==> config.mk <==
export PLATFORM = sky130hd
export DESIGN_NAME = thermal_mon_regs
export DESIGN_NICKNAME = d
export VERILOG_FILES = /design/src/rtl/thm_pkg.sv /design/src/rtl/thm_level_cmp.sv /design/src/rtl/thm_sticky.sv /design/src/rtl/thm_sample_track.sv /design/src/rtl/thermal_mon_regs.sv
export SDC_FILE = /design/constraint.sdc
export NUM_CORES = 1
export LEC_CHECK = 0
export BUFFER_PORTS_ARGS = -buffer_cell sky130_fd_sc_hd__buf_2
export CORE_MARGIN = 2
export CORE_UTILIZATION = 40
export DETAILED_ROUTE_END_ITERATION = 8
export GPL_ROUTABILITY_DRIVEN = 0
export PLACE_DENSITY = 0.64
export SLEW_MARGIN = 15
export SYNTH_ARGS = -nofsm -noshare
export SYNTH_HDL_FRONTEND = slang
export SYNTH_SLANG_ARGS = --single-unit
==> constraint.sdc <==
create_clock -name clk_i -period 2.8 [get_ports clk_i]
set_input_delay 0.14 -clock clk_i [delete_from_list [all_inputs] [get_ports clk_i]]
set_output_delay 0.14 -clock clk_i [all_outputs]
set_load 0.1 [all_outputs]
==> src/rtl/thm_pkg.sv <==
package thm_pkg;
   localparam int unsigned OFS_TRIM   = 32'h00;
   localparam int unsigned OFS_RELOAD = 32'h14;
   localparam int unsigned OFS_CTRL   = 32'h20;
   localparam int unsigned OFS_STATE  = 32'h28;
   localparam int unsigned OFS_CODE   = 32'h40;
   localparam int unsigned OFS_RISE   = 32'h50;
   localparam int unsigned OFS_FALL   = 32'h54;
   localparam int unsigned OFS_IEN    = 32'h70;
   localparam int unsigned OFS_ISTAT  = 32'h74;
   localparam int unsigned OFS_ICLR   = 32'h78;

   localparam logic [1:0] CORE_ON  = 2'b11;
   localparam logic [1:0] CORE_OFF = 2'b10;

   localparam int unsigned LVL_STRIDE = 4;
   localparam int unsigned FALL_BASE  = 16;
   localparam int unsigned THR_STRIDE = 8;
   localparam int unsigned MAX_LEVELS = 4;

   // one bit per level, spaced LVL_STRIDE apart, starting at base
   function automatic logic [31:0] lvl_mask(int unsigned base, int unsigned n);
      logic [31:0] m;
      m = '0;
      for (int unsigned i = 0; i < n; i++) m[base + i * LVL_STRIDE] = 1'b1;
      return m;
   endfunction
endpackage

==> src/rtl/thm_level_cmp.sv <==
module thm_level_cmp #(
   parameter int unsigned CODE_W = 8
) (
   input  logic              fire_i,
   input  logic [CODE_W-1:0] prev_i,
   input  logic [CODE_W-1:0] new_i,
   input  logic [CODE_W-1:0] rise_thr_i,
   input  logic [CODE_W-1:0] fall_thr_i,
   output logic              rise_o,
   output logic              fall_o
);
   logic new_hi_rise, prev_hi_rise, new_hi_fall, prev_hi_fall, fall_armed;

   assign new_hi_rise  = (new_i  >= rise_thr_i);
   assign prev_hi_rise = (prev_i >= rise_thr_i);
   assign new_hi_fall  = (new_i  >= fall_thr_i);
   assign prev_hi_fall = (prev_i >= fall_thr_i);
   assign fall_armed   = (fall_thr_i != '0);

   assign rise_o = fire_i & new_hi_rise & ~prev_hi_rise;
   assign fall_o = fire_i & fall_armed & ~new_hi_fall & prev_hi_fall;
endmodule

==> src/rtl/thm_sticky.sv <==
module thm_sticky #(
   parameter int unsigned W = 32
) (
   input  logic         clk_i,
   input  logic         rst_ni,
   input  logic [W-1:0] set_i,
   input  logic [W-1:0] clr_i,
   output logic [W-1:0] q_o
);
   always_ff @(posedge clk_i or negedge rst_ni) begin
      if (!rst_ni) q_o <= '0;
      else         q_o <= (q_o & ~clr_i) | set_i;
   end
endmodule

==> src/rtl/thm_sample_track.sv <==
module thm_sample_track #(
   parameter int unsigned CODE_W = 8
) (
   input  logic              clk_i,
   input  logic              rst_ni,
   input  logic              core_on_i,
   input  logic              valid_i,
   input  logic [CODE_W-1:0] code_i,
   output logic              accept_o,
   output logic [CODE_W-1:0] code_q_o,
   output logic              seen_q_o
);
   assign accept_o = valid_i & core_on_i;

   always_ff @(posedge clk_i or negedge rst_ni) begin
      if (!rst_ni) begin
         code_q_o <= '0;
         seen_q_o <= 1'b0;
      end else begin
         if (accept_o) code_q_o <= code_i;
         if (!core_on_i)   seen_q_o <= 1'b0;
         else if (valid_i) seen_q_o <= 1'b1;
      end
   end
endmodule

==> src/rtl/thermal_mon_regs.sv <==
module thermal_mon_regs
   import thm_pkg::*;
#(
   parameter int unsigned ADDR_W     = 8,
   parameter int unsigned CODE_W     = 8,
   parameter int unsigned FUSE_W     = 16,
   parameter int unsigned NUM_LEVELS = 3
) (
   input  logic              clk_i,
   input  logic              rst_ni,
   input  logic              bus_we_i,
   input  logic [ADDR_W-1:0] bus_addr_i,
   input  logic [31:0]       bus_wdata_i,
   output logic [31:0]       bus_rdata_o,
   input  logic              sens_valid_i,
   input  logic [CODE_W-1:0] sens_code_i,
   input  logic [FUSE_W-1:0] fuse_word_i,
   output logic              irq_o
);
   localparam int unsigned THR_W      = THR_STRIDE * NUM_LEVELS;
   localparam logic [31:0] STAT_MASK  = lvl_mask(0, NUM_LEVELS) | lvl_mask(FALL_BASE, NUM_LEVELS);
   localparam logic [31:0] IEN_MASK   = lvl_mask(0, MAX_LEVELS) | lvl_mask(FALL_BASE, NUM_LEVELS);
   localparam logic [31:0] CTRL_RESET = {30'b0, CORE_OFF};

   // elaboration-time parameter checks
   if (NUM_LEVELS < 1 || NUM_LEVELS > MAX_LEVELS) begin : g_bad_levels
      $error("NUM_LEVELS must be 1..4");
   end
   if (CODE_W < 1 || CODE_W > THR_STRIDE) begin : g_bad_code
      $error("CODE_W must be 1..8");
   end
   if (FUSE_W < 1 || FUSE_W > 32) begin : g_bad_fuse
      $error("FUSE_W must be 1..32");
   end
   if (ADDR_W < 7 || ADDR_W > 32) begin : g_bad_addr
      $error("ADDR_W must be 7..32");
   end

   // per-level threshold field mask
   function automatic logic [THR_W-1:0] thr_mask();
      logic [THR_W-1:0] m;
      m = '0;
      for (int unsigned i = 0; i < NUM_LEVELS; i++)
         for (int unsigned b = 0; b < CODE_W; b++) m[i * THR_STRIDE + b] = 1'b1;
      return m;
   endfunction
   localparam logic [THR_W-1:0] THR_MASK = thr_mask();

   logic [31:0]       wide_addr;
   logic [31:0]       ctrl_q;
   logic [THR_W-1:0]  rise_q;
   logic [THR_W-1:0]  fall_q;
   logic [31:0]       ien_q;
   logic [FUSE_W-1:0] trim_q;
   logic [31:0]       stat_q;
   logic [31:0]       stat_set;
   logic [31:0]       stat_clr;
   logic              core_on;
   logic              accept;
   logic [CODE_W-1:0] code_q;
   logic              seen_q;
   logic              ready;
   logic [NUM_LEVELS-1:0] rise_evt;
   logic [NUM_LEVELS-1:0] fall_evt;

   assign wide_addr = 32'(bus_addr_i);
   assign core_on   = (ctrl_q[1:0] == CORE_ON);
   assign ready     = core_on & seen_q;

   // programmable registers
   always_ff @(posedge clk_i or negedge rst_ni) begin
      if (!rst_ni) begin
         ctrl_q <= CTRL_RESET;
         rise_q <= '0;
         fall_q <= '0;
         ien_q  <= '0;
         trim_q <= '0;
      end else if (bus_we_i) begin
         case (wide_addr)
            OFS_CTRL:   ctrl_q <= bus_wdata_i;
            OFS_RISE:   rise_q <= bus_wdata_i[THR_W-1:0] & THR_MASK;
            OFS_FALL:   fall_q <= bus_wdata_i[THR_W-1:0] & THR_MASK;
            OFS_IEN:    ien_q  <= bus_wdata_i & IEN_MASK;
            OFS_RELOAD: if (bus_wdata_i[0]) trim_q <= fuse_word_i;
            default: ;
         endcase
      end
   end

   thm_sample_track #(.CODE_W(CODE_W)) u_track (
      .clk_i     (clk_i),
      .rst_ni    (rst_ni),
      .core_on_i (core_on),
      .valid_i   (sens_valid_i),
      .code_i    (sens_code_i),
      .accept_o  (accept),
      .code_q_o  (code_q),
      .seen_q_o  (seen_q)
   );

   for (genvar g = 0; g < NUM_LEVELS; g++) begin : g_lvl
      thm_level_cmp #(.CODE_W(CODE_W)) u_cmp (
         .fire_i     (accept),
         .prev_i     (code_q),
         .new_i      (sens_code_i),
         .rise_thr_i (rise_q[g * THR_STRIDE +: CODE_W]),
         .fall_thr_i (fall_q[g * THR_STRIDE +: CODE_W]),
         .rise_o     (rise_evt[g]),
         .fall_o     (fall_evt[g])
      );
   end

   always_comb begin
      stat_set = '0;
      for (int unsigned i = 0; i < NUM_LEVELS; i++) begin
         stat_set[i * LVL_STRIDE]             = rise_evt[i];
         stat_set[FALL_BASE + i * LVL_STRIDE] = fall_evt[i];
      end
   end

   assign stat_clr = (bus_we_i && wide_addr == OFS_ICLR) ? (bus_wdata_i & STAT_MASK) : '0;

   thm_sticky #(.W(32)) u_stat (
      .clk_i  (clk_i),
      .rst_ni (rst_ni),
      .set_i  (stat_set),
      .clr_i  (stat_clr),
      .q_o    (stat_q)
   );

   assign irq_o = |(stat_q & ien_q);

   // read return
   always_comb begin
      case (wide_addr)
         OFS_TRIM:  bus_rdata_o = 32'(trim_q);
         OFS_CTRL:  bus_rdata_o = ctrl_q;
         OFS_STATE: bus_rdata_o = {31'b0, ready};
         OFS_CODE:  bus_rdata_o = 32'(code_q);
         OFS_RISE:  bus_rdata_o = 32'(rise_q);
         OFS_FALL:  bus_rdata_o = 32'(fall_q);
         OFS_IEN:   bus_rdata_o = ien_q;
         OFS_ISTAT: bus_rdata_o = stat_q;
         default:   bus_rdata_o = '0;
      endcase
   end
endmodule

==> results of run 1 <==
==> cells by family (layout without fill, tap and decap cells) <==
| kind of cell | Yosys count | count (layout) | synth area share [%] |
|---|---|---|---|
| DFF | 118 | 118 | 39.3 |
| muxes | 120 | 120 | 17.8 |
| AOI/OAI and AO/OA | 140 | 140 | 12.5 |
| adders and majority gates | 96 | 96 | 16.0 |
| buffers and inverters | 73 | 240 | 3.96 |
| and+or+nand+nor | 142 | 142 | 10.5 |
==> registers in the layout, summed over array words and instances (netlist names) <==
signal,count
fall_q,24
u_track.seen_q_o,1
rise_q,24
u_track.code_q_o,8
u_stat.q_o,6
ctrl_q,32
trim_q,16
ien_q,7
==> worst max-delay path, cell delays in order <==
cell,delay [ns]
buf_2,0.16
or4_4,0.65
or3_1,0.54
o22ai_1,0.17
a21o_1,0.12
buf_2,0.42
==> through the flow <==
stage	hold slack, ns	cells	power, mW	setup slack (ns)
floorplan	-0.156	689	2.14	0.111
global placement	0.163	1014	2.35	0.481
detailed placement	0.157	1014	2.37	0.473
CTS	0.00611	1090	4.41	0.470
global route	0.00186	1090	4.58	0.375
finish	0.0257	1090	4.38	0.458
==> area by class of cell <==
cell class                      count  share of cell area [%]
Tap cell                          234                    3.03
Clock inverter                     11                   0.789
Sequential cell                   118                    30.5
Timing Repair Buffer              160                    14.7
Inverter                           48                    1.86
Multi-Input combinational cell    498                    44.2
Clock buffer                       21                    4.86
==> synth_stat cells, types with 10 or more instances <==
master    instances
a21oi_1          35
a22oi_1          24
and3_1           10
buf_2            13
dfrtp_1         117
ha_1             96
inv_1            48
mux2_1           13
mux2_2           97
mux2i_1          10
nand2_1          25
nand2b_1         11
nand3_1          17
nand4_1          11
nor2_1           27
o21ai_0          25
==> metal layers <==
metal / up-vias / track usage, % / routed length (µm)
li1: 2893 / - / -
met1: 3034 / 29.5 / 9650
met2: 197 / 35.7 / 9880
met3: 43 / 5.13 / 1040
met4: 0 / 8.47 / 591
met5: - / 0 / 0
==> report_power, final <==
part           total, mW  switching [mW]  internal [mW]  leakage (nW)
clock               1.99           0.792           1.19         0.250
sequential          1.84          0.0682           1.78          1.63
combinational      0.544           0.283          0.261          2.73
total               4.38            1.14           3.23          4.60
==> worst min path at each step <==
| stage | start | endpoint | slack, ns | depth (start not counted) |
|---|---|---|---|---|
| floorplan | rst_ni | ctrl_q[0]$_DFFE_PN0P_ | -0.16 | 0 |
| global placement | rst_ni | u_stat.q_o[24]$_DFF_PN0_ | 0.16 | 1 |
| detailed placement | rst_ni | ctrl_q[18]$_DFFE_PN0P_ | 0.16 | 1 |
| CTS | bus_wdata_i[12] | rise_q[12]$_DFFE_PN0P_ | 0.006 | 2 |
| global route | bus_wdata_i[12] | rise_q[12]$_DFFE_PN0P_ | 0.002 | 2 |
| finish | bus_wdata_i[12] | rise_q[12]$_DFFE_PN0P_ | 0.03 | 2 |
==> timing repair <==
item / 4_1_cts / 5_1_grt
setup buffers: 0 / 0
hold buffers: 44 / 0
endpoints found under the setup margin: 0 / 0
hold endpoints to repair: 115 / 0
==> flow_metrics.py, run 1 <==
metrics = {
    "finish": {
        "fillers": 1651,
        "register_area_um2": 2950,
        "final_cell_mix": "dfrtp_1, mux2_2, ha_1, buf_2, inv_1",
        "nNetsFinal": 1007,
        "final_area_um2": 9680,
        "multi_input_area_um2": 4280,
        "num_antenna_cells": 0,
        "layout_commonest_cell": "dfrtp_1",
        "area_growth_pct": 28.6,
        "drive_gt1_share_pct": 30.1,
        "post-route-util_pct": 52.1,
    },
    "timing": {
        "rsz0062_at_grt": "no",
        "setup_tns_ns": 0,
        "fmax_mhz": 427,
        "slew_headroom_pct": 44.1,
        "report.final.slew_viol_count": 0,
        "fin_crit_ns": 2.34,
        "worst_clock_skew_ns": 0.00843,
        "hold_violations": 0,
        "tightest_slew_ns": 0.831,
        "setup_viol": 0,
        "finalCritPeriodShare_pct": 83.7,
    },
    "critical_path": {
        "end_kind": "output pin",
        "path_class": "primary input to output pin",
        "crit_required_ns": 2.66,
        "critPathCapture": "bus_rdata_o[4]",
        "rr_endpoint": "u_stat.q_o[8]$_DFF_PN0_",
        "worstSetupStartpointType": "primary input",
        "reg2reg_depth": 5,
        "cp_max_fo": 12,
        "crit_path_start": "bus_addr_i[3]",
        "worstPathArrival_ns": 2.20,
        "reg2reg_from": "u_track.code_q_o[1]$_DFFE_PN0P_",
        "r2r_slack_ns": 0.71,
    },
    "die": {
        "rows": 50,
        "die_h_um": 141,
        "die_w_um": 141,
        "dieArea_um2": 19900,
        "core_um2": 18600,
        "ios": 101,
        "start_util_pct": 40.5,
    },
    "synth": {
        "yosysWarnings": 0,
        "synth_area_per_cell_um2": 10.9,
        "synth_edf_count": 0,
        "synth_top_area_share_pct": 38.9,
        "yosys.area.top_type": "dfrtp_1",
        "yosysSeqAreaShare_pct": 39.3,
        "synth_ff_type": "dfrtp_1",
        "synth-async-reset-ratio_pct": 100,
        "syn-num-nets": 853,
        "synth_cells": 689,
        "netlist_area_um2": 7520,
        "synth_seq_cells": 118,
        "synthTopCellsByArea": "dfrtp_1, ha_1, mux2_2",
        "synth.distinct_cells": 51,
    },
    "drt": {
        "viasPerCell": 5.66,
        "drc": 0,
        "num_vias": 6167,
        "routed_wl_mm": 21.2,
        "wl_per_cell_um": 19.4,
        "ant_nets": 0,
        "dr.pass1.iters": 5,
        "drt_iter0_markers": 370,
    },
    "place": {
        "port_buffers": 100,
        "postPlaceCellArea_um2": 8690,
        "hpwl_mm": 15.4,
    },
    "power": {
        "max-vdd-ir-drop_uv": 424,
        "p_leak_nw": 4.60,
        "p_per_area_nw_per_um2": 452,
    },
    "job": {
        "drv_cap": 0,
    },
    "global_routing": {
        "gr-usage-all-layers_pct": 22.3,
        "grt_pass1_wl_mm": 34.3,
        "overflow": 0,
        "antenna_found_initial": 0,
        "grt_max_degree": 60,
        "grt_pass1_vias": 6584,
    },
    "clock_tree": {
        "cts_tree": "built",
        "post_cts_resized": 0,
        "cts_buffers": 17,
        "cts_max_level": 4,
        "clock-sinks": 118,
        "clk_pin_slew_ns": 0.06,
        "cts-root-buf": "clkbuf_16",
        "cts_buffer_depth": 2,
        "insertion_delay_ns": 0.42,
    },
    "outcome": {
        "status": "complete, no violations",
    },
    "hold_path": {
        "holdCritPathClass": "primary input to flop",
    },
}
No activity file was read; power rests on OpenSTA's default activity.
==> run 2, diff against run 1 <==
Settings changed: PLACE_DENSITY 0.64 to 0.66.
Clock period 2.8 ns to 2.1 ns, I/O delays scaled along.
==> run 2 against run 1 <==
  * Cell count increased by 1.8%
  * Critical path type is now flop to flop
  * Die area unchanged
  * Clock power increased by 48%
  * Sequential cell count unchanged
  * Sequential share of layout area decreased by 1.2 points
  * Routed wire length about the same
  * Non-clock buffer count increased by 20
  * Sequential power increased by 33%
  * Design area increased by 4.2%
  * Clock-buffer cell count increased by 3
==> flow_metrics.py, run 2 (same netlist as run 1, synthesis figures left out) <==
metrics = {
    "timing": {
        "hold_violations": 0,
        "report.final.slew_viol_count": 0,
        "fmax_mhz": 491,
        "fin_crit_ns": 2.03,
        "worst_clock_skew_ns": 0.0113,
        "setup_viol": 0,
        "rsz0062_at_grt": "no",
        "finalCritPeriodShare_pct": 96.9,
        "setup_slack_ns": 0.0651,
        "tightest_slew_ns": 0.577,
        "slew_headroom_pct": 60.6,
    },
    "hold_path": {
        "min_path_cells": 2,
        "min_to": "fall_q[16]$_DFFE_PN0P_",
        "worstHoldStart": "bus_wdata_i[16]",
        "holdCritPathClass": "primary input to flop",
    },
    "critical_path": {
        "r2r_slack_ns": 0.07,
        "path_class": "flop to flop",
        "worstPathArrival_ns": 2.37,
        "worstSetupStartpointType": "flop",
        "cp_max_fo": 4,
        "end_kind": "flop",
        "crit_required_ns": 2.43,
        "reg2reg_from": "rise_q[16]$_DFFE_PN0P_",
        "rr_endpoint": "u_stat.q_o[8]$_DFF_PN0_",
        "reg2reg_depth": 6,
        "crit_path_start": "rise_q[16]$_DFFE_PN0P_",
    },
    "place": {
        "pre_cts_ws_ns": 0.103,
        "hpwl_mm": 15.7,
        "port_buffers": 100,
    },
    "global_routing": {
        "grt_pass1_wl_mm": 33.9,
        "gr-max-usage-layer": "met2",
        "gr-usage-met1_pct": 29.5,
        "gr-usage-all-layers_pct": 22.0,
        "grt_util_met2_pct": 36.3,
        "use_met3_pct": 4.08,
        "grt_pass1_vias": 6385,
        "overflow": 0,
        "grt_max_degree": 76,
        "antenna_found_initial": 0,
    },
    "power": {
        "p_sw_mw": 1.49,
        "combPwrFrac_pct": 12.5,
        "intPower_mw": 4.66,
        "power_frac_seq_pct": 39.8,
        "clockPowerShare_pct": 47.7,
        "max-vdd-ir-drop_uv": 542,
        "p_leak_nw": 4.80,
        "p_total_mw": 6.15,
        "p_per_area_nw_per_um2": 610,
        "power.share.switching_pct": 24.3,
    },
    "die": {
        "rows": 50,
        "core_um2": 18600,
        "die_h_um": 141,
        "dieArea_um2": 19900,
        "start_util_pct": 40.5,
        "ios": 101,
        "die_w_um": 141,
    },
    "job": {
        "drv_cap": 0,
    },
    "clock_tree": {
        "cts_tree": "built",
        "post_cts_resized": 0,
        "clk_pin_slew_ns": 0.05,
        "cts_buffers": 17,
        "insertion_delay_ns": 0.42,
        "cts_max_level": 4,
        "post-cts-setup-buffer-count": 0,
        "hold_buffers": 45,
        "clock-sinks": 118,
        "cts_buffer_depth": 2,
        "cts-root-buf": "clkbuf_16",
    },
    "drt": {
        "ant_nets": 0,
        "num_vias": 6216,
        "drt_iter0_markers": 347,
        "drc": 0,
        "wl_per_cell_um": 19.1,
        "routed_wl_mm": 21.2,
        "viasPerCell": 5.60,
        "dr.pass1.iters": 5,
    },
    "finish": {
        "register_area_um2": 2950,
        "fillers": 1580,
        "num_antenna_cells": 0,
        "drive_gt1_share_pct": 32.6,
        "area_growth_pct": 34.1,
        "multi_input_area_um2": 4330,
        "final_cell_mix": "dfrtp_1, mux2_2, ha_1, buf_2, inv_1",
        "layout_commonest_cell": "dfrtp_1",
        "largestRegisters": "ctrl_q x32, fall_q x24, rise_q x24",
        "largest_register_ffs": 32,
        "top_register": "ctrl_q",
        "nNetsFinal": 1027,
    },
    "outcome": {
        "status": "complete, no violations",
    },
}
-- run 2: changes by cell type in the layout (fill, tap and decap cells not counted), sizes merged --
cell	previous run	this run
clkbuf	21	24
inv	49	48
clkinv	3	2
dlygate4sd3	44	45
buf	116	135
clkinvlp	7	3
bufinv	0	3
-- run 2: worst max path at each step --
stage                                    endpoint  slack (ns)  cells past startpoint
after detailed placement  u_stat.q_o[8]$_DFF_PN0_        0.10                      6
after global routing      u_stat.q_o[8]$_DFF_PN0_        0.02                      6
after floorplan                    bus_rdata_o[0]       -0.33                      5
final                     u_stat.q_o[8]$_DFF_PN0_        0.07                      6
after CTS                          bus_rdata_o[0]        0.11                      6
after global placement    u_stat.q_o[8]$_DFF_PN0_        0.17                      6
-- run 2: per-stage QoR --
step	std cells	cell area, µm²	utilization (%)	setup TNS [ns]	hold WS [ns]
after global routing	1110	10100	54.3	0	0.0167
after floorplan	689	7570	-	-0.329	-0.191
final	1110	10100	54.3	0	0.0272
after CTS	1110	10100	54.3	0	0.00753
after detailed placement	1033	9040	48.7	0	0.000246
after global placement	1033	9040	48.7	0	0.00126
-- run 2: layout make-up --
type                    count  area share, %
multi-input cells         498           42.9
flip-flops and latches    118           29.3
repair buffers            180           17.2
clock buffers              24           4.68
well taps                 234           2.90
inverters                  48           1.79
clock inverters             8           1.22
-- run 2: layer usage --
| layer | routed length [µm] | vias to the layer above | share of wire, % |
|---|---|---|---|
| li1 | - | 2928 | - |
| met2 | 10100 | 199 | 48 |
| met4 | 397 | 0 | 1.9 |
| met3 | 1110 | 30 | 5.2 |
| met5 | 0 | - | 0 |
| met1 | 9550 | 3059 | 45 |
-- run 2: power groups by stage --
stage / sequential [mW] / combinational, mW / clock (mW)
floorplan: 2.46 / 0.401 / 0
global placement: 2.48 / 0.674 / 0
detailed placement: 2.48 / 0.693 / 0
CTS: 2.45 / 0.767 / 2.98
global route: 2.46 / 0.866 / 3.10
finish: 2.45 / 0.766 / 2.94
-- run 2: worst max-delay path, stage by stage, from the launching register on --
cell and delay, ns:
dfrtp_1 0.41, ha_1 0.28, nand2b_1 0.13, a2111oi_0 0.45, nor3_1 0.07, or4_1 0.47
o21ai_0 0.15
